===== config.mk =====
export PLATFORM = sky130hd
export DESIGN_NAME = rtc_keyed_core
export DESIGN_NICKNAME = d
export VERILOG_FILES = /design/src/rtl/rtc_pkg.sv /design/src/rtl/rtc_tick_gen.sv /design/src/rtl/rtc_digit.sv /design/src/rtl/rtc_cfg_sync.sv /design/src/rtl/rtc_keyed_core.sv
export SDC_FILE = /design/constraint.sdc
export NUM_CORES = 1
export LEC_CHECK = 0
export BUFFER_PORTS_ARGS = -buffer_cell sky130_fd_sc_hd__buf_2
export CAP_MARGIN = 10
export CORE_ASPECT_RATIO = 0.6
export CORE_MARGIN = 1.5
export CORE_UTILIZATION = 55
export CTS_CLUSTER_DIAMETER = 30
export DETAILED_ROUTE_END_ITERATION = 10
export GPL_ROUTABILITY_DRIVEN = 0
export PLACE_DENSITY = 0.73
export RECOVER_POWER = 50
export SLEW_MARGIN = 20
export SYNTH_ARGS = -nofsm -noshare
export SYNTH_HDL_FRONTEND = slang
export SYNTH_HIERARCHICAL = 1
export SYNTH_SLANG_ARGS = --single-unit

===== constraint.sdc =====
create_clock -name clk -period 3.7 [get_ports clk]
set_clock_uncertainty 0.15 [all_clocks]
set_input_delay 0.37 -clock clk [delete_from_list [all_inputs] [get_ports clk]]
set_output_delay 0.37 -clock clk [all_outputs]
set_load 0.01 [all_outputs]

===== src/rtl/rtc_pkg.sv =====
package rtc_pkg;
  localparam int unsigned DATA_W = 8;
  localparam int unsigned ADDR_W = 3;
  localparam logic [DATA_W-1:0] UNLOCK_KEY = 8'hEA;
  localparam int unsigned CFG_MODE_BIT = 0;
  localparam int unsigned CFG_FLAG_BIT = 7;

  typedef logic [DATA_W-1:0] rtc_byte_t;

  typedef enum logic [ADDR_W-1:0] {
    A_HS   = 3'd0,
    A_SEC  = 3'd1,
    A_MIN  = 3'd2,
    A_HOUR = 3'd3,
    A_CFG  = 3'd4,
    A_KEY  = 3'd5
  } rtc_addr_e;

  // true when a counter must wrap on its next advance
  function automatic logic at_limit(rtc_byte_t value, rtc_byte_t limit);
    return value >= limit;
  endfunction

  // value after one advance
  function automatic rtc_byte_t step(rtc_byte_t value, rtc_byte_t limit);
    return at_limit(value, limit) ? '0 : rtc_byte_t'(value + 1'b1);
  endfunction

  // hour limit selected by the mode bit
  function automatic rtc_byte_t hour_limit(logic long_mode, int unsigned day_hours);
    return long_mode ? '1 : rtc_byte_t'(day_hours - 1);
  endfunction
endpackage


===== src/rtl/rtc_tick_gen.sv =====
module rtc_tick_gen #(
  parameter int unsigned CLK_HZ  = 32768,
  parameter int unsigned TICK_HZ = 100,
  parameter int unsigned SLOW_HZ = 128
) (
  input  logic clk,
  input  logic rst_n,
  output logic tick,
  output logic slow_stb
);
  localparam int unsigned ACC_W = $clog2(CLK_HZ + TICK_HZ) + 1;
  localparam int unsigned DIV_N = CLK_HZ / SLOW_HZ;
  localparam int unsigned DIV_W = (DIV_N > 1) ? $clog2(DIV_N) : 1;

  logic [ACC_W-1:0] acc_q;
  logic [ACC_W-1:0] acc_sum;
  logic [DIV_W-1:0] div_q;

  assign acc_sum  = acc_q + ACC_W'(TICK_HZ);
  assign tick     = acc_sum >= ACC_W'(CLK_HZ);
  assign slow_stb = div_q == DIV_W'(DIV_N - 1);

  always_ff @(posedge clk) begin
    if (!rst_n) begin
      acc_q <= '0;
      div_q <= '0;
    end else begin
      acc_q <= tick ? ACC_W'(acc_sum - ACC_W'(CLK_HZ)) : acc_sum;
      div_q <= slow_stb ? '0 : DIV_W'(div_q + 1'b1);
    end
  end
endmodule


===== src/rtl/rtc_digit.sv =====
module rtc_digit
  import rtc_pkg::*;
(
  input  logic      clk,
  input  logic      rst_n,
  input  logic      inc,
  input  logic      load,
  input  rtc_byte_t load_val,
  input  rtc_byte_t limit,
  output rtc_byte_t value,
  output logic      at_top
);
  assign at_top = at_limit(value, limit);

  always_ff @(posedge clk) begin
    if (!rst_n)      value <= '0;
    else if (load)   value <= load_val;
    else if (inc)    value <= step(value, limit);
  end
endmodule


===== src/rtl/rtc_cfg_sync.sv =====
module rtc_cfg_sync (
  input  logic clk,
  input  logic rst_n,
  input  logic wr,
  input  logic wr_mode,
  input  logic slow_stb,
  output logic mode
);
  logic       pend_q;
  logic [1:0] stage_q;

  always_ff @(posedge clk) begin
    if (!rst_n) begin
      pend_q  <= 1'b0;
      stage_q <= 2'd0;
      mode    <= 1'b0;
    end else if (wr) begin
      pend_q  <= wr_mode;
      stage_q <= 2'd2;
    end else if (slow_stb && stage_q != 2'd0) begin
      stage_q <= stage_q - 2'd1;
      if (stage_q == 2'd1) mode <= pend_q;
    end
  end
endmodule


===== src/rtl/rtc_keyed_core.sv =====
module rtc_keyed_core
  import rtc_pkg::*;
#(
  parameter int unsigned CLK_HZ      = 32768,
  parameter int unsigned TICK_HZ     = 100,
  parameter int unsigned SLOW_HZ     = 128,
  parameter int unsigned SUB_PER_MIN = 60,
  parameter int unsigned DAY_HOURS   = 24
) (
  input  logic              clk,
  input  logic              rst_n,
  input  logic              wr_en,
  input  logic [ADDR_W-1:0] wr_addr,
  input  logic [DATA_W-1:0] wr_data,
  input  logic [ADDR_W-1:0] rd_addr,
  output logic [DATA_W-1:0] rd_data,
  output logic              midnight_evt,
  output logic              midnight_flag
);
  localparam int unsigned NDIG = 4;

  logic      tick;
  logic      slow_stb;
  rtc_byte_t key_q;
  logic      mode_q;
  logic      time_sel;
  logic      time_wr_ok;
  logic      cfg_wr;
  logic      midnight_raw;
  rtc_byte_t hour_q;

  rtc_byte_t       lim [NDIG];
  rtc_byte_t       val [NDIG];
  logic [NDIG-1:0] top;
  logic [NDIG:0]   adv;

  rtc_tick_gen #(.CLK_HZ(CLK_HZ), .TICK_HZ(TICK_HZ), .SLOW_HZ(SLOW_HZ)) u_tick (
    .clk(clk), .rst_n(rst_n), .tick(tick), .slow_stb(slow_stb)
  );

  assign time_sel   = wr_addr <= ADDR_W'(A_HOUR);
  assign time_wr_ok = wr_en && time_sel && (key_q == UNLOCK_KEY);
  assign cfg_wr     = wr_en && (wr_addr == ADDR_W'(A_CFG));

  always_comb begin
    lim[0] = rtc_byte_t'(TICK_HZ - 1);
    lim[1] = rtc_byte_t'(SUB_PER_MIN - 1);
    lim[2] = rtc_byte_t'(SUB_PER_MIN - 1);
    lim[3] = hour_limit(mode_q, DAY_HOURS);
  end

  assign adv[0] = tick && !time_wr_ok;

  for (genvar i = 0; i < NDIG; i++) begin : g_dig
    rtc_digit u_dig (
      .clk(clk), .rst_n(rst_n),
      .inc(adv[i]),
      .load(time_wr_ok && (wr_addr == ADDR_W'(i))),
      .load_val(wr_data),
      .limit(lim[i]),
      .value(val[i]),
      .at_top(top[i])
    );
    assign adv[i+1] = adv[i] && top[i];
  end

  assign midnight_raw = adv[NDIG];
  assign hour_q       = val[3];

  rtc_cfg_sync u_cfg (
    .clk(clk), .rst_n(rst_n),
    .wr(cfg_wr), .wr_mode(wr_data[CFG_MODE_BIT]),
    .slow_stb(slow_stb), .mode(mode_q)
  );

  always_ff @(posedge clk) begin
    if (!rst_n) begin
      key_q         <= '0;
      midnight_flag <= 1'b0;
      midnight_evt  <= 1'b0;
    end else begin
      if (wr_en && wr_addr == ADDR_W'(A_KEY)) key_q <= wr_data;
      else if (time_wr_ok)                    key_q <= '0;
      if (midnight_raw)                               midnight_flag <= 1'b1;
      else if (cfg_wr && !wr_data[CFG_FLAG_BIT])      midnight_flag <= 1'b0;
      midnight_evt <= midnight_raw;
    end
  end

  always_comb begin
    rd_data = '0;
    case (rtc_addr_e'(rd_addr))
      A_HS:    rd_data = val[0];
      A_SEC:   rd_data = val[1];
      A_MIN:   rd_data = val[2];
      A_HOUR:  rd_data = val[3];
      A_CFG: begin
        rd_data[CFG_MODE_BIT] = mode_q;
        rd_data[CFG_FLAG_BIT] = midnight_flag;
      end
      A_KEY:   rd_data = key_q;
      default: rd_data = '0;
    endcase
  end
endmodule


==> impl_metrics.yaml <==
timing:
  min_period_over_period_pct: 91.71
  setup-violations-final: 0
  hold_viol_final: 0
  slew_headroom_pct: 13.72
  fmax_mhz: 294.7
  rsz0062_at_grt: "false"
  worst_slack_ps: 306.9
  period_needed_ps: 3393
  finalSetupTns_ps: 0
  max_slew.worst_pin.slew_ps: 1294
  drv_slew: 0
clocking:
  cts_root_buffer: "clkbuf_16"
  clk_path_buf_depth: 2
  path_clk_slew_ps: 60
  h-tree-depth: 3
  clock_sinks: 69
  hold_buffers: 0
  numCtsBuffers: 9
  post_cts_buffers: 0
  cts_resized: 0
  insertion_delay_ps: 340
  cts_tree: "built"
detailed_routing:
  drc: 0
  finalWirelength_um: 13530
  wl_per_cell_um: 17.24
  ant_nets: 0
  first_pass_iters: 5
  viasPerCell: 5.997
  routed-via-count: 4708
  drt_iter0_drc: 446
setup_path:
  crit_type: "flop to flop"
  crit_buf_inv: 1
  worstPathMaxFanout: 7
  worstPathRequired_ps: 3790
  rrSetupSlack_ps: 310
  critPathLaunchType: "flop"
  path_cells: "ha_2 -> a211oi_4 -> or4_1 -> o22ai_1 -> nand4_1 -> nand2b_1 -> o21ai_1 -> nand2_1 -> nor3_2 -> inv_1 -> a2111oi_4 -> o31ai_2 -> o31ai_1"
  critPathCaptureType: "flop"
  slowest_delay_ps: 430
  critPathTopFamily: "simple AND/OR/NAND/NOR gates"
  arrival_ps: 3490
  cp_slowest_cell: "dfxtp_1"
status:
  status: "finished, final reports clean"
finish:
  drive_gt1_share_pct: 12.52
  n_antenna_cell: 0
  nNetsFinal: 708
  fill_cells: 783
  syn_to_final_growth_pct: 10.97
grt:
  antenna_found_initial: 0
  grt_usage_pct: 28.31
  grt-ovfl-total: 0
  grt_pass1_wl_um: 22030
  grt_pass1_vias: 4285
  grt_max_degree: 34
power_and_ir_drop:
  powerDensity_nw_per_um2: 321.6
  total_power_mw: 1.864
  vdd_drop_max_mv: 0.2388
  p_leak_nw: 2.278
placement:
  numPortBuffers: 26
  place_ws_ps: 250.9
  dp_hpwl_um: 10050
floorplanning:
  num_io_pins: 27
  dieArea_um2: 10110
  rows: 27
  core_area_um2: 9189
  die_x_um: 128.8
  floorplan.initialDensity_pct: 56.85
  die_h_um: 78.49
logic_synthesis:
  yosysSeqAreaShare_pct: 26.44
  netlist_instances: 610
  synth_edf_count: 0
  yosysUniqueCellTypes: 70
  synth_area_per_cell_um2: 8.564
  ys_ff_latch: 69
  ys.flop_type: "dfxtp_1"
  synth_warnings: 6
  ys_async_sr_fraction_pct: 0
  syn-cell-area_um2: 5224
job:
  drv_cap: 0
worst_hold_path:
  hp-class: "input pin to flop"
## final cells by class
cell class | count | area [um2] | area share, %
Clock buffer | 10 | 229.0 | 3.950
Clock inverter | 6 | 87.58 | 1.511
Inverter | 56 | 210.2 | 3.626
Multi-Input combinational cell | 481 | 3558 | 61.39
Sequential cell | 69 | 1384 | 23.87
Tap cell | 130 | 162.7 | 2.806
Timing Repair Buffer | 33 | 165.2 | 2.849
## where the power goes
part	switching (mW)	internal (mW)
Combinational	0.0964	0.0610
Sequential	0.0223	0.758
Clock	0.337	0.590
## layer usage
layer  global-route usage, %  share of wire [%]
met5                       0                  0
met3                   6.271                8.9
met1                   40.80                 47
met2                   41.71                 42
met4                   8.764                1.6
## synth_stat cells (all sizes together) (10+ instances only)
master / number / area, um2
o31ai: 21 / 177.7
buf: 15 / 116.4
o2bb2ai: 10 / 87.58
ha: 41 / 513.0
o22ai: 27 / 168.9
nor3b: 23 / 182.7
dfxtp: 69 / 1381
nor3: 12 / 60.06
nand2: 54 / 202.7
xnor2: 28 / 245.2
nor2: 17 / 63.81
clkbuf: 15 / 56.30
and2: 10 / 62.56
a21oi: 28 / 140.1
nand3: 31 / 160.1
inv: 52 / 195.2
nor2b: 10 / 70.06
o21a: 11 / 82.58
mux2i: 16 / 160.2
o21ai: 15 / 75.07
xor2: 12 / 105.1
## flip-flops by register name (all words and copies together), names as in the netlist
register           flops
u_cfg/stage_q          2
u_cfg/mode             1
midnight_evt           1
key_q                  8
midnight_flag          1
u_tick/div_q           8
g_dig.u_dig/value     32
u_cfg/pend_q           1
u_tick/acc_q          15
## cell families (layout without fill, tap and decap cells)
kind of cell | Yosys count | after routing | synth area share [%]
mux | 21 | 21 | 4.575
flops | 69 | 69 | 26.44
simple gates | 201 | 201 | 22.20
xor+xnor | 40 | 40 | 6.707
fa+ha+maj | 41 | 41 | 9.820
other cells | 2 | 28 | 0.1438
buf+inv | 86 | 105 | 7.329
compound gates | 150 | 150 | 22.78
## worst paths after layout
check / startpoint / endpoint / cells after the start
worst min-delay path: wr_data[6] / key_q[6] / 3
worst max-delay path: u_tick/acc_q[2] / g_dig[3].u_dig/value[7] / 13
worst min register to register: u_tick/div_q[0] / u_tick/div_q[0] / 1
worst max register to register: u_tick/acc_q[2] / g_dig[3].u_dig/value[7] / 13
## worst reg2reg max path, stage by stage (launching register included)
cell,delay [ps]
dfxtp_1,430
ha_2,290
a211oi_4,110
or4_1,430
o22ai_1,120
nand4_1,150
nand2b_1,200
o21ai_1,160
nand2_1,180
nor3_2,260
inv_1,120
a2111oi_4,220
o31ai_2,200
o31ai_1,270
## cells in the final DEF, fill, tap and decap left out, types with 4 or more instances in the layout
master / netlist / final
a2111oi_2: 4 / 4
a2111oi_4: 4 / 4
a211o_1: 4 / 4
a21o_2: 4 / 4
a21oi_1: 28 / 28
a41o_1: 4 / 4
and2_0: 0 / 7
buf_2: 6 / 18
buf_4: 4 / 5
clkbuf_1: 15 / 11
clkbuf_16: 0 / 9
clkinv_1: 4 / 4
conb_1: 2 / 28
dfxtp_1: 69 / 67
ha_1: 41 / 40
inv_1: 52 / 52
mux2i_1: 16 / 16
nand2_1: 54 / 54
nand2b_1: 5 / 5
nand3_1: 30 / 30
nand4_1: 6 / 6
nand4b_1: 3 / 4
nor2_1: 17 / 17
nor2b_1: 9 / 9
nor3_1: 12 / 11
nor3b_1: 21 / 21
o21a_1: 11 / 11
o21ai_0: 13 / 13
o22ai_1: 27 / 27
o2bb2ai_1: 10 / 10
o31ai_1: 17 / 17
o31ai_2: 4 / 4
o41a_1: 4 / 4
or3_1: 4 / 4
or4_1: 5 / 5
xnor2_1: 28 / 28
xor2_1: 12 / 12
## metrics by stage
stage / hold WS (ps) / instance area [um2] / cells / util [%]
after floorplan: 276.3 / 5321 / 636 / -
after global placement: 288.3 / 5494 / 769 / 59.79
after detailed placement: 296.4 / 5494 / 769 / 59.79
after CTS: 210.9 / 5811 / 785 / 63.24
after global routing: 211.5 / 5797 / 785 / 63.09
final: 221.3 / 5797 / 785 / 63.09
(Power assumes the default switching activity.)
